[config.mk]
export PLATFORM = sky130hd
export DESIGN_NAME = lcd_cmd_decoder
export DESIGN_NICKNAME = d
export VERILOG_FILES = /design/src/rtl/lcd_cmd_pkg.sv /design/src/rtl/lcd_op_decode.sv /design/src/rtl/lcd_cfg_regs.sv /design/src/rtl/lcd_addr_ptr.sv /design/src/rtl/lcd_cmd_decoder.sv
export SDC_FILE = /design/constraint.sdc
export NUM_CORES = 1
export LEC_CHECK = 0
export CORE_UTILIZATION = 35
export DETAILED_ROUTE_END_ITERATION = 10
export DONT_BUFFER_PORTS = 1
export PLACE_DENSITY = 0.58
export SYNTH_ARGS = -nofsm -noshare
export SYNTH_HDL_FRONTEND = slang
export SYNTH_HIERARCHICAL = 1
export SYNTH_SLANG_ARGS = --single-unit
[constraint.sdc]
create_clock -name clk -period 5.49 [get_ports clk]
set_input_delay 0.8235 -clock clk [delete_from_list [all_inputs] [get_ports clk]]
set_output_delay 0.8235 -clock clk [all_outputs]
set_load 0.005 [all_outputs]
[src/rtl/lcd_cmd_pkg.sv]
// Shared types for the paged LCD command decoder.
// Assumes: one byte at most per cycle; opcode classes are exclusive.
package lcd_cmd_pkg;

    typedef enum logic [3:0] {
        OP_NONE,
        OP_WRITE,
        OP_PAGE_DEF,
        OP_FUNC,
        OP_SET_X,
        OP_SET_Y,
        OP_MUX,
        OP_DISP,
        OP_BIAS,
        OP_HVCTL,
        OP_HVMUL
    } op_kind_e;

    localparam int BYTE_W = 8;

endpackage

[src/rtl/lcd_op_decode.sv]
// Combinational opcode classifier. The result depends on the current page.
// Assumes: the caller qualifies the result with the byte strobe.
// Out-of-range bank values are classified as OP_NONE.
module lcd_op_decode
    import lcd_cmd_pkg::*;
#(
    parameter int Y_MAX = 5
) (
    input  logic [1:0]        page,
    input  logic              is_data,
    input  logic [BYTE_W-1:0] cmd,
    output op_kind_e          kind
);

    // Classify the byte: page-independent codes first, then the page tables.
    always_comb begin
        kind = OP_NONE;
        if (is_data) begin
            kind = OP_WRITE;
        end else if (cmd == 8'h01) begin
            kind = OP_PAGE_DEF;
        end else if (cmd != 8'h00) begin
            case (page)
                2'd0: begin
                    if (cmd[7])
                        kind = OP_SET_X;
                    else if (cmd[7:3] == 5'b01000 && int'(cmd[2:0]) <= Y_MAX)
                        kind = OP_SET_Y;
                    else if (cmd[7:4] == 4'b0010)
                        kind = OP_FUNC;
                end
                2'd1: begin
                    if (cmd[7:2] == 6'b000001)
                        kind = OP_MUX;
                    else if (cmd[7:3] == 5'b00001)
                        kind = OP_DISP;
                    else if (cmd[7:3] == 5'b00010)
                        kind = OP_BIAS;
                end
                2'd2: begin
                    if (cmd[7:2] == 6'b000001)
                        kind = OP_HVCTL;
                    else if (cmd[7:2] == 6'b000010)
                        kind = OP_HVMUL;
                end
                default: kind = OP_NONE;
            endcase
        end
    end

endmodule

[src/rtl/lcd_cfg_regs.sv]
// Page and configuration registers. Each register is loaded from the
// argument bits of a decoded command.
// Assumes: kind is OP_NONE whenever no valid byte is present.
module lcd_cfg_regs
    import lcd_cmd_pkg::*;
(
    input  logic       clk,
    input  logic       rst_n,
    input  op_kind_e   kind,
    input  logic [3:0] arg,
    output logic [1:0] page,
    output logic       power_down,
    output logic       entry_vert,
    output logic [1:0] mux_rate,
    output logic [2:0] disp_ctrl,
    output logic [2:0] bias_sel,
    output logic       hv_enable,
    output logic       hv_range,
    output logic [1:0] hv_mult
);

    // Load the field that the decoded command names; hold all others.
    always_ff @(posedge clk) begin
        if (!rst_n) begin
            page       <= 2'd0;
            power_down <= 1'b1;
            entry_vert <= 1'b0;
            mux_rate   <= 2'd0;
            disp_ctrl  <= 3'd0;
            bias_sel   <= 3'd0;
            hv_enable  <= 1'b0;
            hv_range   <= 1'b0;
            hv_mult    <= 2'd0;
        end else begin
            case (kind)
                OP_PAGE_DEF: page <= 2'd0;
                OP_FUNC: begin
                    power_down <= arg[3];
                    entry_vert <= arg[2];
                    page       <= arg[1:0];
                end
                OP_MUX:   mux_rate  <= arg[1:0];
                OP_DISP:  disp_ctrl <= arg[2:0];
                OP_BIAS:  bias_sel  <= arg[2:0];
                OP_HVCTL: begin
                    hv_range  <= arg[1];
                    hv_enable <= arg[0];
                end
                OP_HVMUL: hv_mult <= arg[1:0];
                default: ;
            endcase
        end
    end

endmodule

[src/rtl/lcd_addr_ptr.sv]
// X/Y display-RAM pointer and write-strobe register. Direct loads come from
// commands. Data writes step the pointer in the direction set by entry_vert.
// The write port presents the address from before the step.
// Assumes: set-Y values were already range-checked by the decoder.
module lcd_addr_ptr
    import lcd_cmd_pkg::*;
#(
    parameter int X_MAX = 127,
    parameter int Y_MAX = 5,
    localparam int XW = $clog2(X_MAX + 1),
    localparam int YW = $clog2(Y_MAX + 1)
) (
    input  logic              clk,
    input  logic              rst_n,
    input  op_kind_e          kind,
    input  logic [BYTE_W-1:0] cmd,
    input  logic              entry_vert,
    output logic [XW-1:0]     x_addr,
    output logic [YW-1:0]     y_addr,
    output logic              ram_we,
    output logic [XW-1:0]     ram_x,
    output logic [YW-1:0]     ram_y,
    output logic [BYTE_W-1:0] ram_data
);

    localparam logic [XW-1:0] X_LAST = XW'(X_MAX);
    localparam logic [YW-1:0] Y_LAST = YW'(Y_MAX);

    logic          x_end, y_end;
    logic [XW-1:0] x_inc;
    logic [YW-1:0] y_inc;
    logic [XW-1:0] x_step;
    logic [YW-1:0] y_step;

    // Wrapping increments for each axis.
    always_comb begin
        x_end = (x_addr == X_LAST);
        y_end = (y_addr == Y_LAST);
        x_inc = x_end ? '0 : x_addr + 1'b1;
        y_inc = y_end ? '0 : y_addr + 1'b1;
    end

    // Post-write address: fast axis chosen by entry direction.
    always_comb begin
        if (entry_vert) begin
            y_step = y_inc;
            x_step = y_end ? x_inc : x_addr;
        end else begin
            x_step = x_inc;
            y_step = x_end ? y_inc : y_addr;
        end
    end

    // Pointer update from commands and data writes.
    always_ff @(posedge clk) begin
        if (!rst_n) begin
            x_addr <= '0;
            y_addr <= '0;
        end else begin
            case (kind)
                OP_SET_X: x_addr <= cmd[XW-1:0];
                OP_SET_Y: y_addr <= cmd[YW-1:0];
                OP_WRITE: begin
                    x_addr <= x_step;
                    y_addr <= y_step;
                end
                default: ;
            endcase
        end
    end

    // One-cycle write strobe carrying the pre-step address and the byte.
    always_ff @(posedge clk) begin
        if (!rst_n) begin
            ram_we   <= 1'b0;
            ram_x    <= '0;
            ram_y    <= '0;
            ram_data <= '0;
        end else begin
            ram_we <= (kind == OP_WRITE);
            if (kind == OP_WRITE) begin
                ram_x    <= x_addr;
                ram_y    <= y_addr;
                ram_data <= cmd;
            end
        end
    end

endmodule

[src/rtl/lcd_cmd_decoder.sv]
// Top of the paged command decoder. It qualifies the classified opcode with
// the byte strobe and distributes it to the configuration registers and the
// address pointer.
// Assumes: the serial front end delivers whole bytes with a one-cycle strobe.
module lcd_cmd_decoder
    import lcd_cmd_pkg::*;
#(
    parameter int X_MAX = 127,
    parameter int Y_MAX = 5,
    localparam int XW = $clog2(X_MAX + 1),
    localparam int YW = $clog2(Y_MAX + 1)
) (
    input  logic              clk,
    input  logic              rst_n,
    input  logic              byte_valid,
    input  logic              is_data,
    input  logic [BYTE_W-1:0] cmd_byte,
    output logic [1:0]        page,
    output logic [XW-1:0]     x_addr,
    output logic [YW-1:0]     y_addr,
    output logic              power_down,
    output logic              entry_vert,
    output logic [1:0]        mux_rate,
    output logic [2:0]        disp_ctrl,
    output logic [2:0]        bias_sel,
    output logic              hv_enable,
    output logic              hv_range,
    output logic [1:0]        hv_mult,
    output logic              ram_we,
    output logic [XW-1:0]     ram_x,
    output logic [YW-1:0]     ram_y,
    output logic [BYTE_W-1:0] ram_data
);

    op_kind_e kind_raw;
    op_kind_e kind;

    lcd_op_decode #(.Y_MAX(Y_MAX)) u_dec (
        .page    (page),
        .is_data (is_data),
        .cmd     (cmd_byte),
        .kind    (kind_raw)
    );

    // Only a strobed byte may act.
    always_comb kind = byte_valid ? kind_raw : OP_NONE;

    lcd_cfg_regs u_cfg (
        .clk        (clk),
        .rst_n      (rst_n),
        .kind       (kind),
        .arg        (cmd_byte[3:0]),
        .page       (page),
        .power_down (power_down),
        .entry_vert (entry_vert),
        .mux_rate   (mux_rate),
        .disp_ctrl  (disp_ctrl),
        .bias_sel   (bias_sel),
        .hv_enable  (hv_enable),
        .hv_range   (hv_range),
        .hv_mult    (hv_mult)
    );

    lcd_addr_ptr #(.X_MAX(X_MAX), .Y_MAX(Y_MAX)) u_ptr (
        .clk        (clk),
        .rst_n      (rst_n),
        .kind       (kind),
        .cmd        (cmd_byte),
        .entry_vert (entry_vert),
        .x_addr     (x_addr),
        .y_addr     (y_addr),
        .ram_we     (ram_we),
        .ram_x      (ram_x),
        .ram_y      (ram_y),
        .ram_data   (ram_data)
    );

endmodule

==> results.sh, run 1 <==
export IMPL_status="complete, no violations"
export IMPL_setup_viol=0
export IMPL_crit_path_start_kind="input pin"
export IMPL_remaining_drc_errors=0
export IMPL_syn_area_um2=2275
export IMPL_crit_arrival_ps=3600
export IMPL_gp_congestion=0.8062
export IMPL_finalHoldViolCount=0
export IMPL_drv_cap=0
export IMPL_critPathTopFamily="simple AND/OR/NAND/NOR gates"
export IMPL_rsz0062_at_grt="false"
export IMPL_critical_path_class="in -> reg"
export IMPL_synth_top_family_by_area="simple AND/OR/NAND/NOR gates"
export IMPL_skew_ps=4.092
export IMPL_die_area_um2=6825
export IMPL_crit_fanout=32
export IMPL_coreArea_um2=6314
export IMPL_antenna_found_initial=0
export IMPL_async_reset_ff_share_pct=0
export IMPL_critPathBufInv=0
export IMPL_cp_end_kind="flip-flop"
export IMPL_grt_pass1_vias=1837
export IMPL_post_place_cells=333
export IMPL_die_x_um=82.62
export IMPL_clk_pin_slew_ps=80
export IMPL_total_leakage_power_nw=0.7909
export IMPL_cellPowerDensity_nw_per_um2=254.3
export IMPL_fin_crit_sh_pct=62.62
export IMPL_die_h_um=82.62
export IMPL_area_growth_syn_to_layout_pct=5.336
export IMPL_finalSetupTns_ps=0
export IMPL_avgSynthCellArea_um2=8.456
export IMPL_antenna_cells=0
export IMPL_cp_slowest_stage_delay_ps=980
export IMPL_cts_tree="done"
export IMPL_portBuffers=0
export IMPL_avgViaCountPerCell=5.736
export IMPL_synth_common_cells="nand2_1, dfxtp_1, a21oi_1, mux2i_1"
export IMPL_finish_instance_area_um2=2396
export IMPL_synth_compound_area_share_pct=16.83
export IMPL_fillers=670
export IMPL_synthMuxAreaShare_pct=8.141
export IMPL_yosysMostFrequentCell="nand2_1"
export IMPL_regToRegSetupSlack_ps=2100
export IMPL_instances_no_fill=341
export IMPL_postCtsSetupBuffers=0
export IMPL_hpwl_mm=3.982
export IMPL_grt_start_max_net_pins=33
export IMPL_synth_top_area_cell="dfxtp_1"
export IMPL_tightest_slew_ps=1098
export IMPL_p_total_mw=0.6092
export IMPL_rows=29
export IMPL_worstPathCellList="nor4_1, a221o_1, and2_1, or4b_1, and2_1, nor4_1, nor3_1"
export IMPL_critPathSlowestCell="or4b_1"
export IMPL_num_io_pins=57
export IMPL_max_slew_margin_pct=26.79
export IMPL_htreeDepth=2
export IMPL_synth_flop_cell="dfxtp_1"
export IMPL_multi_input_area_um2=1292
export IMPL_synthTopCellsByArea="dfxtp_1, nand2_1, mux2i_1"
export IMPL_firstDrtPassIters=4
export IMPL_required_ps=5650
export IMPL_grt_pass1_wl_mm=9.335
export IMPL_yosys_warnings=6
export IMPL_ir_worst_vdd_v=0.0001004
export IMPL_fmax_ghz=0.2909
export IMPL_grt_overflow=0
export IMPL_synth_nets=282
export IMPL_grtUsageTotal_pct=18.05
export IMPL_ys_ff_latch=45
export IMPL_synth_simple_area_share_pct=30.91
export IMPL_synthAdderAreaFrac_pct=0.5501
export IMPL_ant_nets=0
export IMPL_synth_cell_types=52
export IMPL_drive_above_1_share_pct=6.439
export IMPL_drt_iter0_drc=141
export IMPL_synth_top_area_share_pct=39.60
export IMPL_synth_edf_count=0
export IMPL_seqCellArea_um2=900.9
export IMPL_clk_latency_ps=300
export IMPL_nets=276
export IMPL_ys_seq_area_share_pct=39.60
export IMPL_yosys_area_share_xor_xnor_pct=0.3850
export IMPL_holdCritPathClass="reg -> reg"
export IMPL_initial_core_util_pct=36.03
export IMPL_routed_wl_mm=5.832
export IMPL_cts_made_buffers=5
export IMPL_slew_violations=0
export IMPL_cts_sinks=45
export IMPL_cts_resized=0
export IMPL_dpl_cell_area_um2=2312
export IMPL_cts_root_buf="clkbuf_8"
export IMPL_cts_hold_fix_buffers=0
export IMPL_fin_crit_ps=3438
export IMPL_synthCells=269
export IMPL_routedWlPerCell_um=17.10
export IMPL_cts_buffer_depth=2
export IMPL_route_vias_total=1956
[worst paths after layout]
check                  from              end  cells after the start
max             cmd_byte[7]  u_ptr/y_addr[2]                      7
min          u_ptr/ram_x[3]   u_ptr/ram_x[3]                      2
max reg2reg   u_cfg/page[1]  u_ptr/y_addr[2]                      8
min reg2reg  u_ptr/ram_x[3]   u_ptr/ram_x[3]                      2
[cell families after synthesis]
logic type	after synthesis
AOI/OAI and AO/OA	56
DFF	45
xor gates and xnor gates	1
buffers and inverters	18
adders and majority gates	1
and+or+nand+nor	130
muxes	18
[routing by layer]
layer	up-vias	share of wire (%)	GRT usage [%]	wire, um
met4	0	0.87	4.828	51
met1	923	46	24.45	2664
met3	6	8.4	5.714	488
met2	65	45	27.52	2628
met5	-	0	0	0
li1	962	-	-	-
[power breakdown]
group	switching, mW	leakage (nW)	internal (mW)	total [mW]
clock network	0.114	0.0385	0.0903	0.205
registers	0.0129	0.365	0.335	0.348
logic	0.0345	0.388	0.0219	0.0565
total	0.162	0.791	0.448	0.609
[layout make-up]
cell class | instances | share of cell area [%]
clock buffers | 7 | 3.185
flip-flops and latches | 45 | 37.60
clock inverters | 1 | 0.3133
multi-input cells | 206 | 53.94
repair buffers | 1 | 0.3133
well taps | 77 | 4.021
inverters | 4 | 0.6266
[metrics by stage]
step | hold WS (ps) | setup slack (ps) | utilization (%)
final | 475.3 | 2052 | 37.95
after global routing | 502.8 | 1720 | 37.95
after floorplan | 451.1 | 2408 | -
after CTS | 477.1 | 2029 | 37.95
after global placement | 464.5 | 1802 | 36.62
after detailed placement | 465.2 | 1717 | 36.62
[cells in the final DEF (no fill, tap or decap), drive strengths merged, types with 3 or more instances in the layout]
master,netlist,final
inv,3,3
a311oi,5,5
and4bb,4,4
nor4b,3,3
nand3b,6,6
nand3,9,9
nor4,3,3
nor3b,3,3
mux2i,17,17
o21ai,4,4
and2,5,5
nor2,11,11
clkbuf,8,7
nor2b,3,3
nor3,8,8
o32ai,3,3
dfxtp,45,45
nand2,67,67
a21oi,25,25
[state kept, by name (all words and copies together), names as in the netlist]
register / cells
u_cfg/bias_sel: 3
u_cfg/disp_ctrl: 3
u_cfg/entry_vert: 1
u_cfg/hv_enable: 1
u_cfg/hv_mult: 2
u_cfg/hv_range: 1
u_cfg/mux_rate: 2
u_cfg/page: 2
u_cfg/power_down: 1
u_ptr/ram_data: 8
u_ptr/ram_we: 1
u_ptr/ram_x: 7
u_ptr/ram_y: 3
u_ptr/x_addr: 7
u_ptr/y_addr: 3
[worst register-to-register path, cell delays in order, from the launching register on]
cell and delay (ps):
dfxtp_1 570, nand2_1 100, o31ai_1 280, a221o_1 180, and2_1 430, or4b_1 980
and2_1 390, nor4_1 240, nor3_1 80
(Power assumes the default switching activity.)
==> run 2, diff against run 1 <==
--- a/config.mk
+++ b/config.mk
@@ -8,7 +8,7 @@
 export CORE_UTILIZATION = 35
 export DETAILED_ROUTE_END_ITERATION = 10
 export DONT_BUFFER_PORTS = 1
-export PLACE_DENSITY = 0.58
+export PLACE_DENSITY = 0.6
 export SYNTH_ARGS = -nofsm -noshare
 export SYNTH_HDL_FRONTEND = slang
 export SYNTH_HIERARCHICAL = 1
==> constraint.sdc (replaced) <==
create_clock -name clk -period 3 [get_ports clk]
set_input_delay 0.45 -clock clk [delete_from_list [all_inputs] [get_ports clk]]
set_output_delay 0.45 -clock clk [all_outputs]
set_load 0.005 [all_outputs]
==> results.sh, run 2 (synthesis gave the netlist of run 1 again) <==
export IMPL_crit_fanout=28
export IMPL_rows=29
export IMPL_max_slew_margin_pct=48.51
export IMPL_portBuffers=0
export IMPL_status="complete, no violations"
export IMPL_r2r_start="u_cfg/page[0]"
export IMPL_holdCritPathClass="in -> reg"
export IMPL_ir_worst_vdd_v=0.0002309
export IMPL_routed_wl_mm=5.968
export IMPL_cts_sinks=45
export IMPL_largest_reg_flops=8
export IMPL_initial_core_util_pct=36.03
export IMPL_firstDrtPassIters=4
export IMPL_clk_latency_ps=310
export IMPL_fillers=683
export IMPL_area_growth_syn_to_layout_pct=8.526
export IMPL_seqCellArea_um2=900.9
export IMPL_ant_nets=0
export IMPL_num_io_pins=57
export IMPL_setup_viol=0
export IMPL_grt_overflow=0
export IMPL_cts_buffer_depth=2
export IMPL_die_area_um2=6825
export IMPL_skew_ps=9.235
export IMPL_drive_above_1_share_pct=9.926
export IMPL_largest_registers="u_ptr/ram_data (8), u_ptr/ram_x (7), u_ptr/x_addr (7)"
export IMPL_multi_input_area_um2=1292
export IMPL_grt_start_max_net_pins=29
export IMPL_grtUsageTotal_pct=18.67
export IMPL_critical_path_class="reg -> reg"
export IMPL_instances_no_fill=349
export IMPL_cts_tree="done"
export IMPL_cellPowerDensity_nw_per_um2=468.4
export IMPL_grt_pass1_vias=1816
export IMPL_die_x_um=82.62
export IMPL_clk_pin_slew_ps=80
export IMPL_route_vias_total=1948
export IMPL_total_leakage_power_nw=0.8453
export IMPL_fin_crit_sh_pct=91.48
export IMPL_htreeDepth=2
export IMPL_cts_resized=0
export IMPL_layout_commonest_cell="nand2_1"
export IMPL_crit_path_start_kind="flip-flop"
export IMPL_tightest_slew_ps=767.6
export IMPL_grt_pass1_wl_mm=9.528
export IMPL_crit_arrival_ps=2950
export IMPL_post_place_cells=341
export IMPL_postCtsSetupBuffers=0
export IMPL_drt_iter0_drc=194
export IMPL_hold_start="cmd_byte[6]"
export IMPL_top_register="u_ptr/ram_data"
export IMPL_rsz0062_at_grt="false"
export IMPL_remaining_drc_errors=0
export IMPL_cts_hold_fix_buffers=0
export IMPL_die_h_um=82.62
export IMPL_cts_made_buffers=5
export IMPL_routedWlPerCell_um=17.10
export IMPL_fin_crit_ps=2744
export IMPL_required_ps=3210
export IMPL_finalHoldViolCount=0
export IMPL_cp_end_kind="flip-flop"
export IMPL_finalSetupTns_ps=0
export IMPL_antenna_found_initial=0
export IMPL_nets=284
export IMPL_drv_cap=0
export IMPL_final_cell_mix="nand2_1, dfxtp_1, a21oi_1, mux2i_1"
export IMPL_cts_root_buf="clkbuf_8"
export IMPL_startpoint="u_cfg/page[0]"
export IMPL_gp_congestion=0.8416
export IMPL_avgViaCountPerCell=5.582
export IMPL_slew_violations=0
export IMPL_antenna_cells=0
export IMPL_coreArea_um2=6314
export IMPL_hpwl_mm=4.103
export IMPL_fmax_ghz=0.3644
==> run 2: worst max-delay path, stage by stage, from the launching register on <==
cell	delay, ps
dfxtp_1	530
nand3b_1	160
a21oi_1	70
o311a_1	330
and2_1	240
or4b_1	620
buf_4	270
nor2_2	110
a32oi_1	100
o32ai_1	220
==> run 2: cell type report <==
type	instances	area share, %
Clock buffer	6	3.345
Clock inverter	2	0.5575
Inverter	4	0.6082
Multi-Input combinational cell	206	52.36
Sequential cell	45	36.49
Tap cell	77	3.903
Timing Repair Buffer	9	2.737
==> run 2: final timing paths <==
path	end	slack [ps]	depth (start not counted)
worst max register to register	u_ptr/x_addr[6]	260	9
worst min register to register	u_ptr/ram_data[3]	480	2
worst min-delay path	u_ptr/ram_data[6]	270	2
worst max-delay path	u_ptr/x_addr[6]	260	9
==> run 2: report_power, final <==
group	total (mW)	internal [mW]	switching [mW]
Sequential	0.637	0.614	0.0237
Clock	0.408	0.187	0.221
Combinational	0.111	0.0446	0.0660
==> run 2: metal layers <==
layer / vias to the layer above / part of all wire, % / GRT usage [%]
met5: - / 0 / 0
met3: 6 / 7.2 / 5.495
met2: 54 / 45 / 27.69
met1: 913 / 46 / 25.48
li1: 975 / - / -
met4: 0 / 1.6 / 6.724
==> run 2: metrics by stage <==
stage	setup WS [ps]	util, %	total power, mW	hold slack [ps]	instance area, um2
after floorplan	291.3	-	0.7366	451.1	2275
after global placement	331.6	37.57	0.7611	466.2	2372
after detailed placement	288.3	37.57	0.7625	466.9	2372
after CTS	263.8	39.10	1.171	262.6	2469
after global routing	42.07	39.10	1.205	274.1	2469
final	255.6	39.10	1.156	271.4	2469
==> run 3, diff against run 2 <==
--- a/config.mk
+++ b/config.mk
@@ -5,11 +5,10 @@
 export SDC_FILE = /design/constraint.sdc
 export NUM_CORES = 1
 export LEC_CHECK = 0
-export CORE_UTILIZATION = 35
+export CORE_UTILIZATION = 46
 export DETAILED_ROUTE_END_ITERATION = 10
 export DONT_BUFFER_PORTS = 1
-export PLACE_DENSITY = 0.6
+export PLACE_DENSITY = 0.72
 export SYNTH_ARGS = -nofsm -noshare
 export SYNTH_HDL_FRONTEND = slang
-export SYNTH_HIERARCHICAL = 1
 export SYNTH_SLANG_ARGS = --single-unit
==> results.sh, run 3 <==
export IMPL_status="complete, no violations"
export IMPL_num_io_pins=57
export IMPL_gp_congestion=0.8350
export IMPL_finalHoldViolCount=0
export IMPL_drv_cap=0
export IMPL_p_total_mw=1.185
export IMPL_worstPathCellList="or3_4, o311ai_2, nand4_2, a21oi_4, a21oi_1, o21bai_1"
export IMPL_critical_path_class="reg -> reg"
export IMPL_routedWlPerCell_um=15.88
export IMPL_fin_crit_sh_pct=74.88
export IMPL_dp_slack_ps=738.8
export IMPL_cts_made_buffers=5
export IMPL_async_reset_ff_share_pct=0
export IMPL_crit_fanout=10
export IMPL_fmax_ghz=0.4451
export IMPL_ys_seq_area_share_pct=38.67
export IMPL_synth_compound_area_share_pct=20.89
export IMPL_holdWs_ps=210.3
export IMPL_avgSynthCellArea_um2=8.472
export IMPL_crit_path_start_kind="flip-flop"
export IMPL_clk_latency_ps=300
export IMPL_grt_start_max_net_pins=47
export IMPL_synthAdderAreaFrac_pct=0.5371
export IMPL_crit_arrival_ps=2440
export IMPL_cts_buffer_depth=2
export IMPL_synth_nets=288
export IMPL_cts_tree="done"
export IMPL_die_x_um=73.17
export IMPL_grt_pass1_vias=1751
export IMPL_ant_nets=0
export IMPL_slew_violations=0
export IMPL_yosysMostFrequentCell="nand2_1"
export IMPL_synth_top_family_by_area="simple AND/OR/NAND/NOR gates"
export IMPL_area_growth_syn_to_layout_pct=5.263
export IMPL_postCtsSetupBuffers=0
export IMPL_cts_resized=0
export IMPL_tightest_slew_ps=746.0
export IMPL_synthTopCellsByArea="dfxtp_1, nand2_1, mux2i_1"
export IMPL_drive_above_1_share_pct=9.774
export IMPL_cts_root_buf="clkbuf_8"
export IMPL_yosys_warnings=0
export IMPL_total_leakage_power_nw=0.8404
export IMPL_antenna_cells=0
export IMPL_synth_top_area_cell="dfxtp_1"
export IMPL_remaining_drc_errors=0
export IMPL_hpwl_mm=3.671
export IMPL_skew_ps=5.075
export IMPL_cellPowerDensity_nw_per_um2=483.1
export IMPL_setup_viol=0
export IMPL_rsz0062_at_grt="false"
export IMPL_ys_ff_latch=45
export IMPL_synth_top_area_share_pct=38.67
export IMPL_drt_iter0_drc=221
export IMPL_largest_registers="u_ptr.ram_data (8), u_ptr.ram_x (7), u_ptr.x_addr (7)"
export IMPL_fin_ws_ps=753.5
export IMPL_fin_crit_ps=2246
export IMPL_max_slew_margin_pct=50.26
export IMPL_die_area_um2=5353
export IMPL_grt_pass1_wl_mm=8.473
export IMPL_synthMuxAreaShare_pct=6.445
export IMPL_routed_wl_mm=5.289
export IMPL_cts_sinks=45
export IMPL_largest_reg_flops=8
export IMPL_ir_worst_vdd_v=0.0002374
export IMPL_required_ps=3200
export IMPL_grt_overflow=0
export IMPL_grtUsageTotal_pct=20.99
export IMPL_coreArea_um2=4786
export IMPL_yosys_area_share_xor_xnor_pct=0.7519
export IMPL_syn_area_um2=2330
export IMPL_firstDrtPassIters=4
export IMPL_synthCells=275
export IMPL_synth_flop_cell="dfxtp_1"
export IMPL_synth_simple_area_share_pct=28.57
export IMPL_layout_commonest_cell="nand2_1"
export IMPL_nets=278
export IMPL_holdCritPathClass="in -> reg"
export IMPL_final_cell_mix="nand2_1, dfxtp_1, a21boi_0, nor2b_1, a21oi_1"
export IMPL_avgViaCountPerCell=5.730
export IMPL_regToRegSetupSlack_ps=750
export IMPL_finalSetupTns_ps=0
export IMPL_synth_common_cells="nand2_1, dfxtp_1, a21boi_0, nor2b_1, a21oi_1"
export IMPL_antenna_found_initial=0
export IMPL_synth_edf_count=0
export IMPL_top_register="u_ptr.ram_data"
export IMPL_cp_end_kind="flip-flop"
export IMPL_htreeDepth=2
export IMPL_critPathSlowestCell="o311ai_2"
export IMPL_cts_hold_fix_buffers=0
export IMPL_route_vias_total=1908
export IMPL_clk_pin_slew_ps=90
export IMPL_initial_core_util_pct=48.68
export IMPL_synth_cell_types=55
export IMPL_rows=25
export IMPL_cp_slowest_stage_delay_ps=510
export IMPL_die_h_um=73.17
export IMPL_portBuffers=0
==> run 3: kinds of logic (layout without fill, tap and decap cells) <==
family                   count (synthesis)  count (layout)
AND/OR/NAND/NOR                        122             122
XOR/XNOR                                 2               2
AO/OA/AOI/OAI                           68              68
multiplexers                            15              15
buffers and inverters                   22              13
adder cells (fa/ha/maj)                  1               1
flip-flops                              45              45
==> run 3: report_power, final <==
group | switching [mW] | leakage (nW) | total (mW) | internal, mW
Combinational | 0.0464 | 0.417 | 0.0859 | 0.0395
Sequential | 0.0221 | 0.365 | 0.636 | 0.614
Clock | 0.213 | 0.0585 | 0.463 | 0.250
Total | 0.282 | 0.840 | 1.18 | 0.903
==> run 3: per-stage QoR <==
| stage | cells | area (um2) | utilization (%) |
|---|---|---|---|
| 6_report | 333 | 2452 | 51.24 |
| 5_1_grt | 333 | 2452 | 51.24 |
| 4_1_cts | 333 | 2452 | 51.24 |
| 3_5_place_dp | 325 | 2340 | 48.89 |
| 3_3_place_gp | 325 | 2340 | 48.89 |
| 2_1_floorplan | 275 | 2330 | - |
==> run 3: critical path, delay by kind of cell, from the launching register on <==
kind	cells	cell delay, ps
flops	1	420
simple gates	2	670
compound gates	4	1060
==> run 3: final cells by class <==
| cell class | instances | area, um2 |
|---|---|---|
| clock buffer | 5 | 68.82 |
| multi-input combinational | 208 | 1333 |
| inverter | 4 | 15.01 |
| sequential | 45 | 900.9 |
| tap | 67 | 83.83 |
| timing repair buffer | 1 | 7.507 |
| clock inverter | 3 | 43.79 |
| fill | 466 | 2333 |
==> run 3: worst paths after layout <==
path,start,endpoint,cells after the start
setup reg to reg,u_cfg.page[0],u_ptr.x_addr[6],6
hold reg to reg,u_ptr.ram_x[6],u_ptr.ram_x[6],2
hold / removal,rst_n,u_cfg.power_down,1
setup / recovery,u_cfg.page[0],u_ptr.x_addr[6],6
==> run 3: per-layer routing <==
layer  routed length [um]  GRT usage (%)
met5                    0              0
met4                   91          8.061
met3                  404          6.630
met2                 2426          33.64
met1                 2367          26.16
